`config.mk`:
```
export PLATFORM = sky130hd
export DESIGN_NAME = dual_irq_ctrl
export DESIGN_NICKNAME = d
export VERILOG_FILES = /design/src/rtl/dirq_pkg.sv /design/src/rtl/dirq_edge_det.sv /design/src/rtl/dirq_line.sv /design/src/rtl/dual_irq_ctrl.sv
export SDC_FILE = /design/constraint.sdc
export NUM_CORES = 1
export LEC_CHECK = 0
export ABC_AREA = 1
export CAP_MARGIN = 0
export CORE_MARGIN = 2
export CORE_UTILIZATION = 53
export CTS_CLUSTER_SIZE = 10
export DETAILED_ROUTE_END_ITERATION = 7
export PLACE_DENSITY = 0.78
export SETUP_SLACK_MARGIN = 0.3
export SYNTH_ARGS = -nofsm -noshare
export SYNTH_HDL_FRONTEND = slang
export SYNTH_SLANG_ARGS = --single-unit
```
`constraint.sdc`:
```
create_clock -name clk -period 1.3 [get_ports clk]
set_input_delay 0.26 -clock clk [delete_from_list [all_inputs] [get_ports clk]]
set_output_delay 0.26 -clock clk [all_outputs]
set_load 0.1 [all_outputs]
```
`src/rtl/dirq_pkg.sv`:
```
package dirq_pkg;
  localparam int DW     = 8;
  localparam int NLINES = 2;

  typedef enum logic [2:0] {
    A_STAT0 = 3'd0,
    A_MASK0 = 3'd1,
    A_STAT1 = 3'd2,
    A_MASK1 = 3'd3,
    A_EDGE0 = 3'd4,
    A_EDGE1 = 3'd5,
    A_MODE  = 3'd6,
    A_SPARE = 3'd7
  } reg_addr_e;
endpackage

```
`src/rtl/dirq_edge_det.sv`:
```
module dirq_edge_det #(
  parameter int N_SRC  = 8,
  parameter int STAGES = 2
) (
  input  logic             clk,
  input  logic             rst_n,
  input  logic [N_SRC-1:0] src_in,
  input  logic [N_SRC-1:0] rise_en,
  input  logic [N_SRC-1:0] fall_en,
  output logic [N_SRC-1:0] event_o
);
  logic [N_SRC-1:0] sync_q [STAGES];
  logic [N_SRC-1:0] prev_q;
  logic [N_SRC-1:0] cur;

  always_ff @(posedge clk) begin
    if (!rst_n) begin
      for (int k = 0; k < STAGES; k++) sync_q[k] <= '0;
      prev_q <= '0;
    end else begin
      sync_q[0] <= src_in;
      for (int k = 1; k < STAGES; k++) sync_q[k] <= sync_q[k-1];
      prev_q <= sync_q[STAGES-1];
    end
  end

  assign cur     = sync_q[STAGES-1];
  assign event_o = (cur & ~prev_q & rise_en) | (~cur & prev_q & fall_en);
endmodule

```
`src/rtl/dirq_line.sv`:
```
module dirq_line #(
  parameter int N_SRC = 8
) (
  input  logic             clk,
  input  logic             rst_n,
  input  logic [N_SRC-1:0] event_i,
  input  logic             mask_we,
  input  logic [N_SRC-1:0] mask_wdata,
  input  logic [N_SRC-1:0] clr_i,
  output logic [N_SRC-1:0] stat_o,
  output logic [N_SRC-1:0] mask_o,
  output logic             irq_n_o
);
  logic [N_SRC-1:0] pend_q;
  logic [N_SRC-1:0] held_q;
  logic [N_SRC-1:0] mask_q;
  logic             irq_n_q;

  for (genvar i = 0; i < N_SRC; i++) begin : g_bit
    always_ff @(posedge clk) begin
      if (!rst_n) begin
        pend_q[i] <= 1'b0;
        held_q[i] <= 1'b0;
      end else if (event_i[i]) begin
        pend_q[i] <= 1'b1;
        if (pend_q[i] && !clr_i[i]) held_q[i] <= 1'b1;
      end else if (clr_i[i] && pend_q[i]) begin
        pend_q[i] <= held_q[i];
        held_q[i] <= 1'b0;
      end
    end
  end

  always_ff @(posedge clk) begin
    if (!rst_n) begin
      mask_q  <= '1;
      irq_n_q <= 1'b1;
    end else begin
      if (mask_we) mask_q <= mask_wdata;
      irq_n_q <= ~|(pend_q & ~mask_q);
    end
  end

  assign stat_o  = pend_q;
  assign mask_o  = mask_q;
  assign irq_n_o = irq_n_q;
endmodule

```
`src/rtl/dual_irq_ctrl.sv`:
```
module dual_irq_ctrl
  import dirq_pkg::*;
#(
  parameter int N_SRC       = 8,
  parameter int SYNC_STAGES = 2
) (
  input  logic             clk,
  input  logic             rst_n,
  input  logic [N_SRC-1:0] src_in,
  input  logic             wr_en,
  input  logic             rd_en,
  input  logic [2:0]       addr,
  input  logic [7:0]       wdata,
  output logic [7:0]       rdata,
  output logic [1:0]       irq_n
);
  localparam int EDGE_BYTES = (2 * N_SRC + 7) / 8;
  localparam int EW         = EDGE_BYTES * 8;
  localparam logic [EW-1:0] EDGE_VLD = {EW{1'b1}} >> (EW - 2 * N_SRC);

  logic [EW-1:0]    edge_q;
  logic [1:0]       mode_q;
  logic [N_SRC-1:0] rise_en, fall_en, event_w;
  logic [N_SRC-1:0] stat_w [NLINES];
  logic [N_SRC-1:0] mask_w [NLINES];
  logic [DW-1:0]    rd_mux;

  for (genvar i = 0; i < N_SRC; i++) begin : g_sel
    assign rise_en[i] = edge_q[2*i+1];
    assign fall_en[i] = edge_q[2*i];
  end

  dirq_edge_det #(.N_SRC(N_SRC), .STAGES(SYNC_STAGES)) det_i (
    .clk(clk), .rst_n(rst_n), .src_in(src_in),
    .rise_en(rise_en), .fall_en(fall_en), .event_o(event_w)
  );

  for (genvar l = 0; l < NLINES; l++) begin : g_line
    localparam logic [2:0] STAT_A = 3'(2 * l);
    localparam logic [2:0] MASK_A = 3'(2 * l + 1);
    logic [N_SRC-1:0] clr_l;

    always_comb begin
      clr_l = '0;
      if (rd_en && addr == STAT_A && mode_q[l])
        clr_l = stat_w[l];
      else if (wr_en && addr == STAT_A && !mode_q[l])
        clr_l = wdata[N_SRC-1:0];
    end

    dirq_line #(.N_SRC(N_SRC)) line_i (
      .clk(clk), .rst_n(rst_n), .event_i(event_w),
      .mask_we(wr_en && addr == MASK_A), .mask_wdata(wdata[N_SRC-1:0]),
      .clr_i(clr_l), .stat_o(stat_w[l]), .mask_o(mask_w[l]),
      .irq_n_o(irq_n[l])
    );
  end

  always_ff @(posedge clk) begin
    if (!rst_n) begin
      edge_q <= '0;
      mode_q <= '0;
    end else if (wr_en) begin
      for (int b = 0; b < EDGE_BYTES; b++)
        if (addr == 3'(int'(A_EDGE0) + b))
          edge_q[8*b +: 8] <= wdata & EDGE_VLD[8*b +: 8];
      if (addr == A_MODE) mode_q <= wdata[1:0];
    end
  end

  always_comb begin
    rd_mux = '0;
    case (addr)
      A_STAT0: rd_mux[N_SRC-1:0] = stat_w[0];
      A_MASK0: rd_mux[N_SRC-1:0] = mask_w[0];
      A_STAT1: rd_mux[N_SRC-1:0] = stat_w[1];
      A_MASK1: rd_mux[N_SRC-1:0] = mask_w[1];
      A_MODE:  rd_mux[1:0]       = mode_q;
      default: begin
        for (int b = 0; b < EDGE_BYTES; b++)
          if (addr == 3'(int'(A_EDGE0) + b)) rd_mux = edge_q[8*b +: 8];
      end
    endcase
  end

  always_ff @(posedge clk) begin
    if (!rst_n) rdata <= '0;
    else if (rd_en) rdata <= rd_mux;
  end
endmodule

```
==> results.sh <==
export IMPL_outcome="finished clean"
export IMPL_fin_setup_tns_ns=0
export IMPL_core_area_mm2=0.008299
export IMPL_grt_usage_pct=30.05
export IMPL_fin_area_mm2=0.006538
export IMPL_ys_seq_elements=100
export IMPL_dieArea_mm2=0.009370
export IMPL_power_switching_mw=1.912
export IMPL_grt_max_degree=59
export IMPL_ant_nets=0
export IMPL_p_per_area_mw_per_mm2=947.8
export IMPL_dieWidth_um=96.80
export IMPL_slew_violations=0
export IMPL_multiInputGateArea_mm2=0.002638
export IMPL_startpoint_type="flip-flop"
export IMPL_grt_pass1_wl_um=22580
export IMPL_antenna_found_initial=0
export IMPL_synthToLayoutAreaGrowth_pct=43.23
export IMPL_drc=0
export IMPL_path_max_fanout=2
export IMPL_wire_per_inst_um=16.70
export IMPL_worst_path_buf_inv=1
export IMPL_synth_edf_count=0
export IMPL_grt_setup_unrepaired="yes"
export IMPL_yosysWarnings=0
export IMPL_clkLatencyLatePin_ns=0.37
export IMPL_min_period_ns=1.200
export IMPL_ir_worst_vdd_mv=0.6650
export IMPL_hold_slack_ns=0.3333
export IMPL_arrival_ns=0.94
export IMPL_htreeDepth=3
export IMPL_antennaDiodeCount=0
export IMPL_rows=33
export IMPL_gp_congestion=0.9623
export IMPL_path_cells="buf_12"
export IMPL_ys_types=24
export IMPL_register_area_mm2=0.002062
export IMPL_wl_um=14740
export IMPL_place_area_mm2=0.005484
export IMPL_clkTransAtPathRegs_ns=0.11
export IMPL_slowest_delay_ns=0.40
export IMPL_drtIter0Drc=439
export IMPL_leakage_nw=2.764
export IMPL_fin_nets=796
export IMPL_worstMarginPinSlew_ns=0.3383
export IMPL_max_freq_mhz=833.5
export IMPL_maxSlewHeadroom_pct=77.37
export IMPL_hold_viol=0
export IMPL_dominantRegCellSynth="dfxtp_1"
export IMPL_io_buffers=32
export IMPL_clock_path_buffers=2
export IMPL_grt_pass1_vias=4739
export IMPL_end_kind="primary output"
export IMPL_p_int_mw=4.284
export IMPL_grt_ovfl_total=0
export IMPL_power_frac_comb_pct=16.1
export IMPL_total_power_mw=6.196
export IMPL_async_reset_ff_share_pct=0
export IMPL_cts_sinks=100
export IMPL_die_y_um=96.80
export IMPL_finalClockSkew_ns=0.01317
export IMPL_final_cell_mix="nand2_1 (175), inv_1 (90), dfxtp_1 (68)"
export IMPL_num_fill_cells=550
export IMPL_cap_violations=0
export IMPL_required_ns=1.04
export IMPL_critPathKind="flip-flop to primary output"
export IMPL_synth_seq_area_share_pct=43.86
export IMPL_critical_path_top_delay_family="flip-flops"
export IMPL_final_common_cell="nand2_1"
export IMPL_synth_net_count=713
export IMPL_numCtsBuffers=9
export IMPL_synth_area_mm2=0.004564
export IMPL_start_util_pct=55.00
export IMPL_drt_pass1_iterations=7
export IMPL_p_clk_share_pct=32.0
export IMPL_num_vias=4898
export IMPL_pin_count=33
export IMPL_via_per_inst=5.547
export IMPL_drive_above_1_share_pct=36.25
export IMPL_period_share_pct=92.29
export IMPL_sequentialPowerShare_pct=51.9
export IMPL_postSynthCellCount=690
export IMPL_cts_tree="yes"
export IMPL_cts_root_buf="clkbuf_8"
export IMPL_setup_violations=0
export IMPL_post_dp_hpwl_um=9426
export IMPL_cp_slowest_cell="dfxtp_4"
export IMPL_syn_avg_cell_area_um2=6.615
export IMPL_hp_class="primary input to flip-flop"
export IMPL_switching_share_pct=30.86
==> synth_stat cells, types with 2 or more instances <==
master	count	share of area, %
nand4_1	10	1.4
dfxtp_1	100	44
clkinv_1	3	0.25
o31ai_1	4	0.66
buf_4	4	0.66
inv_1	103	8.5
clkbuf_1	9	0.74
nor2_4	2	0.49
o211ai_1	4	0.66
o22ai_1	3	0.41
buf_2	5	0.55
buf_6	3	0.74
nand3_1	76	8.3
nand2_1	228	19
o21ai_0	21	2.3
nor2_1	59	4.9
a21oi_1	49	5.4
==> final timing paths <==
path                      startpoint                          to  slack (ns)  cells past startpoint
setup reg to reg           mode_q[1]  g_line[1].line_i.stat_o[6]        0.11                      7
hold reg to reg   det_i.sync_q[0][0]          det_i.sync_q[0][8]        0.42                      2
setup / recovery            rdata[6]                    rdata[6]        0.10                      1
hold / removal                 rst_n    g_line[0].line_i.irq_n_o        0.33                      3
==> final cells by class <==
cell class	count	area share (%)
clock buffer	9	1.895
clock inverter	7	1.148
inverter	106	6.603
timing repair buffer	93	16.27
multi-input combinational	461	40.34
timing repair inverter	2	0.1914
tap	105	2.010
sequential	100	31.54
==> worst min-delay path: cells and delay by family <==
kind | cells | cell delay (ns)
and+or+nand+nor | 1 | 0.09
buffers and inverters | 2 | 0.31
==> kinds of logic (layout without fill, tap and decap cells) <==
family / count (synthesis) / after routing / share of synthesized area [%]
AO/OA/AOI/OAI: 84 / 84 / 9.951
buffers and inverters: 129 / 217 / 11.90
flip-flops: 100 / 100 / 43.86
AND/OR/NAND/NOR: 377 / 377 / 34.29
==> what timing repair did <==
item / CTS / global route
gates resized for setup: 149 / 87
hold buffers: 0 / 0
pin swaps: 73 / 68
gates cloned: 2 / 3
buffers inserted: 8 / 3
hold endpoints to repair: 0 / 0
endpoints found under the setup margin: 85 / 80
==> stage by stage <==
step	setup slack [ns]	instances	util (%)
after floorplan	0.1735	690	-
after global placement	-0.5533	851	66.08
after detailed placement	-0.5933	851	66.08
after CTS	0.1059	877	74.52
after global routing	0.07282	883	78.77
final	0.1002	883	78.77
==> flip-flops by register name (all words and copies together) (netlist names) <==
register / count
det_i.sync_q: 16
edge_q: 16
g_line.line_i.held_q: 16
g_line.line_i.mask_o: 16
g_line.line_i.stat_o: 16
det_i.prev_q: 8
rdata: 8
g_line.line_i.irq_n_o: 2
mode_q: 2
==> per-layer routing <==
metal,global-route usage [%],share of wire (%),vias to the layer above
met5,0,0,-
met4,14.95,5.4,0
met3,5.202,8.0,70
met2,50.69,48,230
met1,36.92,38,2268
li1,-,-,2330
==> power groups by stage <==
stage	sequential (mW)	combinational [mW]	clock, mW
6_report	3.22	0.998	1.98
3_5_place_dp	3.29	0.803	0
3_3_place_gp	3.29	0.793	0
2_1_floorplan	3.37	0.351	0
4_1_cts	3.22	0.900	1.98
5_1_grt	3.23	1.05	2.10
Power figures use the tool's default switching activity.
